===== src/rtl/mpd_pkg.sv =====
package mpd_pkg;
  typedef logic [7:0] byte_t;
  localparam byte_t SYNC_BYTE = 8'hFF;
endpackage


===== src/rtl/mpd_dest_filter.sv =====
module mpd_dest_filter
  import mpd_pkg::*;
#(
  parameter int ID_BYTES = 6
) (
  input  logic                  clk,
  input  logic                  rst_n,
  input  logic                  beat,
  input  logic                  sof,
  input  byte_t                 data,
  input  logic [8*ID_BYTES-1:0] node_id,
  output logic                  dest_ok,
  output logic                  in_payload
);
  localparam int HDR   = 2 * ID_BYTES;
  localparam int POS_W = $clog2(HDR + 1);
  localparam logic [POS_W-1:0] POS_HDR = POS_W'(HDR);
  localparam logic [POS_W-1:0] POS_ID  = POS_W'(ID_BYTES);

  byte_t id_b [ID_BYTES];
  for (genvar g = 0; g < ID_BYTES; g++) begin : g_unpack
    assign id_b[g] = node_id[8*(ID_BYTES-1-g) +: 8];
  end

  logic [POS_W-1:0] pos_q;
  logic             mcast_q, ucast_q;
  byte_t            exp_b;

  always_comb begin
    exp_b = id_b[0];
    for (int k = 0; k < ID_BYTES; k++)
      if (pos_q == POS_W'(k)) exp_b = id_b[k];
  end

  always_ff @(posedge clk or negedge rst_n) begin
    if (!rst_n) begin
      pos_q   <= '0;
      mcast_q <= 1'b0;
      ucast_q <= 1'b0;
    end else if (beat) begin
      if (sof) begin
        pos_q   <= POS_W'(1);
        mcast_q <= data[0];
        ucast_q <= (data == id_b[0]);
      end else begin
        if (pos_q < POS_ID) ucast_q <= ucast_q & (data == exp_b);
        if (pos_q < POS_HDR) pos_q <= pos_q + POS_W'(1);
      end
    end
  end

  assign dest_ok    = mcast_q | ucast_q;
  assign in_payload = (pos_q == POS_HDR);
endmodule


===== src/rtl/mpd_pattern_hunter.sv =====
module mpd_pattern_hunter
  import mpd_pkg::*;
#(
  parameter int ID_BYTES = 6,
  parameter int SYNC_LEN = 6,
  parameter int COPIES   = 16
) (
  input  logic                  clk,
  input  logic                  rst_n,
  input  logic                  clear,
  input  logic                  step,
  input  byte_t                 data,
  input  logic [8*ID_BYTES-1:0] node_id,
  output logic                  found
);
  localparam int TOTAL  = ID_BYTES * COPIES;
  localparam int SYNC_W = $clog2(SYNC_LEN + 1);
  localparam int IDX_W  = (ID_BYTES > 1) ? $clog2(ID_BYTES) : 1;
  localparam int CNT_W  = $clog2(TOTAL + 1);
  localparam logic [SYNC_W-1:0] SYNC_FULL = SYNC_W'(SYNC_LEN);
  localparam logic [IDX_W-1:0]  IDX_LAST  = IDX_W'(ID_BYTES - 1);
  localparam logic [CNT_W-1:0]  CNT_LAST  = CNT_W'(TOTAL - 1);
  localparam logic [IDX_W-1:0]  IDX_SECOND = (ID_BYTES > 1) ? IDX_W'(1) : '0;

  byte_t id_b [ID_BYTES];
  for (genvar g = 0; g < ID_BYTES; g++) begin : g_unpack
    assign id_b[g] = node_id[8*(ID_BYTES-1-g) +: 8];
  end

  logic [SYNC_W-1:0] sync_q, sync_n;
  logic [IDX_W-1:0]  idx_q, idx_n;
  logic [CNT_W-1:0]  cnt_q, cnt_n;
  logic              in_id_q, in_id_n, found_q, found_n;
  logic              is_ff;
  byte_t             exp_b;

  always_comb begin
    exp_b = id_b[0];
    for (int k = 0; k < ID_BYTES; k++)
      if (idx_q == IDX_W'(k)) exp_b = id_b[k];
  end

  assign is_ff = (data == SYNC_BYTE);

  always_comb begin
    sync_n  = sync_q;
    idx_n   = idx_q;
    cnt_n   = cnt_q;
    in_id_n = in_id_q;
    found_n = found_q;
    if (clear) begin
      sync_n  = '0;
      idx_n   = '0;
      cnt_n   = '0;
      in_id_n = 1'b0;
      found_n = 1'b0;
    end else if (step && !found_q) begin
      if (in_id_q) begin
        if (data == exp_b) begin
          if (cnt_q == CNT_LAST) begin
            found_n = 1'b1;
            in_id_n = 1'b0;
          end else begin
            cnt_n = cnt_q + CNT_W'(1);
            idx_n = (idx_q == IDX_LAST) ? '0 : idx_q + IDX_W'(1);
          end
        end else begin
          in_id_n = 1'b0;
          sync_n  = is_ff ? SYNC_W'(1) : '0;
        end
      end else if (sync_q == SYNC_FULL && !is_ff) begin
        sync_n = '0;
        if (data == id_b[0]) begin
          in_id_n = 1'b1;
          cnt_n   = CNT_W'(1);
          idx_n   = IDX_SECOND;
        end
      end else if (is_ff) begin
        sync_n = (sync_q == SYNC_FULL) ? SYNC_FULL : sync_q + SYNC_W'(1);
      end else begin
        sync_n = '0;
      end
    end
  end

  always_ff @(posedge clk or negedge rst_n) begin
    if (!rst_n) begin
      sync_q  <= '0;
      idx_q   <= '0;
      cnt_q   <= '0;
      in_id_q <= 1'b0;
      found_q <= 1'b0;
    end else begin
      sync_q  <= sync_n;
      idx_q   <= idx_n;
      cnt_q   <= cnt_n;
      in_id_q <= in_id_n;
      found_q <= found_n;
    end
  end

  assign found = found_q;
endmodule


===== src/rtl/mpd_wake_top.sv =====
module mpd_wake_top
  import mpd_pkg::*;
#(
  parameter int ID_BYTES = 6,
  parameter int SYNC_LEN = 6,
  parameter int COPIES   = 16
) (
  input  logic                  clk,
  input  logic                  rst_n,
  input  logic                  en,
  input  logic [8*ID_BYTES-1:0] node_id,
  input  logic                  s_valid,
  output logic                  s_ready,
  input  logic [7:0]            s_data,
  input  logic                  s_sof,
  input  logic                  s_eof,
  input  logic                  crc_ok,
  output logic                  wake
);
  logic beat, in_frame_q, dest_ok, in_payload, found, step, clear;

  assign s_ready = rst_n;
  assign beat    = s_valid & s_ready;
  assign clear   = beat & s_sof;
  assign step    = beat & ~s_sof & ~s_eof & in_frame_q & in_payload;

  mpd_dest_filter #(.ID_BYTES(ID_BYTES)) u_dest (
    .clk(clk), .rst_n(rst_n), .beat(beat), .sof(s_sof), .data(s_data),
    .node_id(node_id), .dest_ok(dest_ok), .in_payload(in_payload)
  );

  mpd_pattern_hunter #(.ID_BYTES(ID_BYTES), .SYNC_LEN(SYNC_LEN), .COPIES(COPIES)) u_hunt (
    .clk(clk), .rst_n(rst_n), .clear(clear), .step(step), .data(s_data),
    .node_id(node_id), .found(found)
  );

  always_ff @(posedge clk or negedge rst_n) begin
    if (!rst_n) begin
      in_frame_q <= 1'b0;
      wake       <= 1'b0;
    end else begin
      wake <= beat & s_eof & ~s_sof & in_frame_q & en & crc_ok & dest_ok & found;
      if (beat) begin
        if (s_sof && !s_eof)  in_frame_q <= 1'b1;
        else if (s_eof)       in_frame_q <= 1'b0;
      end
    end
  end
endmodule


===== config.mk =====
export PLATFORM = sky130hd
export DESIGN_NAME = mpd_wake_top
export DESIGN_NICKNAME = d
export VERILOG_FILES = /design/src/rtl/mpd_pkg.sv /design/src/rtl/mpd_dest_filter.sv /design/src/rtl/mpd_pattern_hunter.sv /design/src/rtl/mpd_wake_top.sv
export SDC_FILE = /design/constraint.sdc
export NUM_CORES = 1
export LEC_CHECK = 0
export BUFFER_PORTS_ARGS = -buffer_cell sky130_fd_sc_hd__clkbuf_2
export CORE_MARGIN = 2
export CORE_UTILIZATION = 62
export CTS_BUF_LIST = sky130_fd_sc_hd__clkbuf_16
export CTS_CLUSTER_DIAMETER = 30
export DETAILED_ROUTE_END_ITERATION = 8
export HOLD_SLACK_MARGIN = 0.15
export PLACE_DENSITY = 0.88
export SLEW_MARGIN = 20
export SYNTH_ARGS = -nofsm -noshare
export SYNTH_HDL_FRONTEND = slang
export SYNTH_HIERARCHICAL = 1
export SYNTH_SLANG_ARGS = --single-unit
export TNS_END_PERCENT = 10

===== constraint.sdc =====
create_clock -name clk -period 7.45 [get_ports clk]
set_input_delay 1.49 -clock clk [delete_from_list [all_inputs] [get_ports clk]]
set_output_delay 1.49 -clock clk [all_outputs]
set_load 0.1 [all_outputs]

==> summary.txt <==
Final layout
  – Fraction of layout cells with a size suffix above 1: 0.207
  – Commonest cells after routing, fill and taps aside: clkbuf_2, a21oi_1, nand2b_1
  – Most common cell after layout, fill and taps aside: clkbuf_2
  – Core Util, Final: 0.690
  – Nets: 551
  – Sequential cell area: 576 µm²
  – Synth-to-Final Area Change: 8.68%
  – # fillers: 490
  – Cell area after layout: 3770 µm²
  – Diode count: 0
  – Multi-input logic area: 2630 µm²

GRT
  – First-pass GRT wire length: 17.7 mm
  – Global route overflow: 0
  – Largest net degree at the start of global routing: 35
  – Vias in the first global route: between 3000 and 4000
  – GRT Total Usage: 0.351
  – Initial antenna violation count: 0

Clocking
  – Root buffer cell: clkbuf_16
  – # Post-CTS Setup Buffers: 0
  – CTS clk-pin slew, worst paths: 60 ps
  – PostCTS Resize Cnt: 0
  – Hold Buf Count CTS: 0
  – Clock Latency Late Sink: 260 ps
  – H-tree levels: 1
  – CTS sink count: 23
  – CTS max path bufs: 2
  – CTS tree: done
  – Num CTS Buffers: 3

Status
  – Status: completed

Synthesis
  – Async set or reset register ratio after synthesis: 1.00
  – Synth Instances: between 400 and 500
  – Post-synth net total: slightly above 500
  – Number of synthesized flops with an enable pin: 0
  – Synth Flop Type: dfrtp_1
  – Syn avg cell area: 7.88 µm²
  – Synth Area in XOR/XNOR: 0.0454
  – Mux contribution to synthesized area: 0.0429
  – Mapped Area: roughly 3500 µm²
  – Yosys reg bits: 23
  – Synth Warn #: 6
  – Largest family of logic cells by synthesized area: simple AND/OR/NAND/NOR gates
  – Sequential fraction of the synthesis area: 0.166
  – Post-synthesis adder-cell area fraction: 0.0288
  – Unique cell type count in the Yosys netlist: 82
  – Post-synthesis compound-gate area fraction: 0.320
  – Synth Area in Simple Gates: 0.322

Critical path
  – Critical Path Fanout Max: 27
  – Slowest stage delay, CP: roughly 570 ps
  – Critical path endpoint category: primary output
  – CP dominant cell by count: clkbuf_2
  – Crit-path cells: clkbuf_2, clkbuf_2
  – WP data required: 5960 ps
  – Crit-path slowest cell: clkbuf_2
  – WS Path Type: in -> out
  – Family with the most delay on the worst path: buffers and inverters
  – Buf/Inv on CP: 2
  – Setup crit start kind: input pin
  – Critical Path AT: 2580 ps

Floorplan
  – Core area: around 5500 µm²
  – Die height: 78.8 µm
  – Total die area: 6220 µm²
  – Chip Width: 78.8 µm
  – I/O pin total: 65
  – FP Rows: 27
  – Starting density of the core: 0.635

Timing
  – Final critical-path required period: 4070 ps
  – Worst-margin pin slew: 1080 ps
  – Peak Freq: around 0.25 GHz
  – Final clock skew: 2.92 ps
  – Worst setup margin: 3380 ps
  – RSZ-0062 raised after global routing: no
  – Total negative slack: 0 ps
  – Final setup fails: 0
  – Relative slew margins: 0.279
  – Final Hold Viols: 0
  – Final slew viol count: 0
  – Final period util: 0.546

Detailed routing
  – Post-route DRC: 0
  – DRT iter0 DRCs: 474
  – Vias: ~4000
  – First-pass detailed-route iteration total: 5
  – WL/cell: 19.7 µm
  – Number of routed nets with antenna violations: 0
  – Routed wire length: 10.8 mm
  – Post-DR vias/cell: 7.21

Power
  – Power Total: approximately 0.00062 W
  – Combinational power share: 0.543
  – Internal power: approximately 0.00035 W
  – Sw frac: 0.440
  – Reg power frac: 0.268
  – VDD IR max: 0.188 mV
  – Clock share of power: 0.189
  – Power Dens Cells: between 150 and 200 nW/µm²
  – Net Switching: 0.000272 W
  – LEAKAGE: 1.51 nW

Min path
  – Hold WC Path Type: reg -> reg

Place
  – GP Congestion: 1.00
  – Placed cell areas: 3690 µm²
  – Port-buffer cells: 64
  – Post-DP HPWL: 7.87 mm
  – DP Worst Slack: 3360 ps

Flow run
  – Max cap viols: 0
==> worst paths after layout <==
check | endpoint | depth (start not counted) | slack, ps | startpoint
worst max-delay path | s_ready | 2 | 3380 | rst_n
worst min-delay path | in_frame_q | 1 | 500 | in_frame_q
worst max register to register | u_hunt/idx_q[1] | 9 | 3670 | u_hunt/idx_q[0]
worst min register to register | in_frame_q | 1 | 500 | in_frame_q
max in group asynchronous | u_hunt/idx_q[0] | 1 | 5770 | rst_n
min in group asynchronous | u_hunt/sync_q[0] | 1 | 1250 | rst_n
==> synthesized netlist by cell type, drive strengths merged, types with 10 or more instances <==
cell type	count	area share
xnor2	13	0.033
nand3	12	0.019
a21oi	31	0.045
buf	23	0.048
a31oi	12	0.022
o221ai	13	0.035
nand4	10	0.020
nand2	21	0.026
nor3	11	0.016
nand2b	27	0.049
nor2	25	0.028
inv	16	0.017
o21ai	26	0.037
dfrtp	23	0.17
==> flip-flops by register name (all words and copies together), names as in the netlist <==
name,count
wake,1
u_dest/pos_q,4
in_frame_q,1
u_hunt/sync_q,3
u_dest/mcast_q,1
u_hunt/found,1
u_hunt/cnt_q,7
u_hunt/in_id_q,1
u_hunt/idx_q,3
u_dest/ucast_q,1
==> cells by family after synthesis <==
group,count (synthesis)
AOI/OAI and AO/OA,155
xor gates and xnor gates,18
adders and majority gates,8
buffers and inverters,48
DFF,23
muxes,14
and+or+nand+nor,175
==> power groups by stage <==
stage	clock, W	combinational, W	sequential [W]
floorplan	0	0.000271	0.000142
global placement	0	0.000314	0.000165
detailed placement	0	0.000321	0.000166
CTS	0.000121	0.000323	0.000164
global route	0.000123	0.000358	0.000169
finish	0.000117	0.000335	0.000165
==> layer usage <==
layer  part of all wire  track usage
met3               0.11       0.0352
met1               0.40        0.483
met5                  0            0
met4              0.035        0.136
met2               0.45        0.570
==> final cells by class <==
class / count / share of cell area
multi-input combinational: 370 / 0.698
sequential: 23 / 0.152
timing repair buffer: 66 / 0.0888
tap: 72 / 0.0239
clock buffer: 3 / 0.0199
inverter: 16 / 0.0159
clock inverter: 1 / 0.00133
==> per-stage QoR <==
stage,hold slack [ps],std cells
3_3_place_gp,479,547
3_5_place_dp,489,547
2_1_floorplan,465,441
5_1_grt,527,551
6_report,504,551
4_1_cts,504,551
Power figures use the tool's default switching activity.
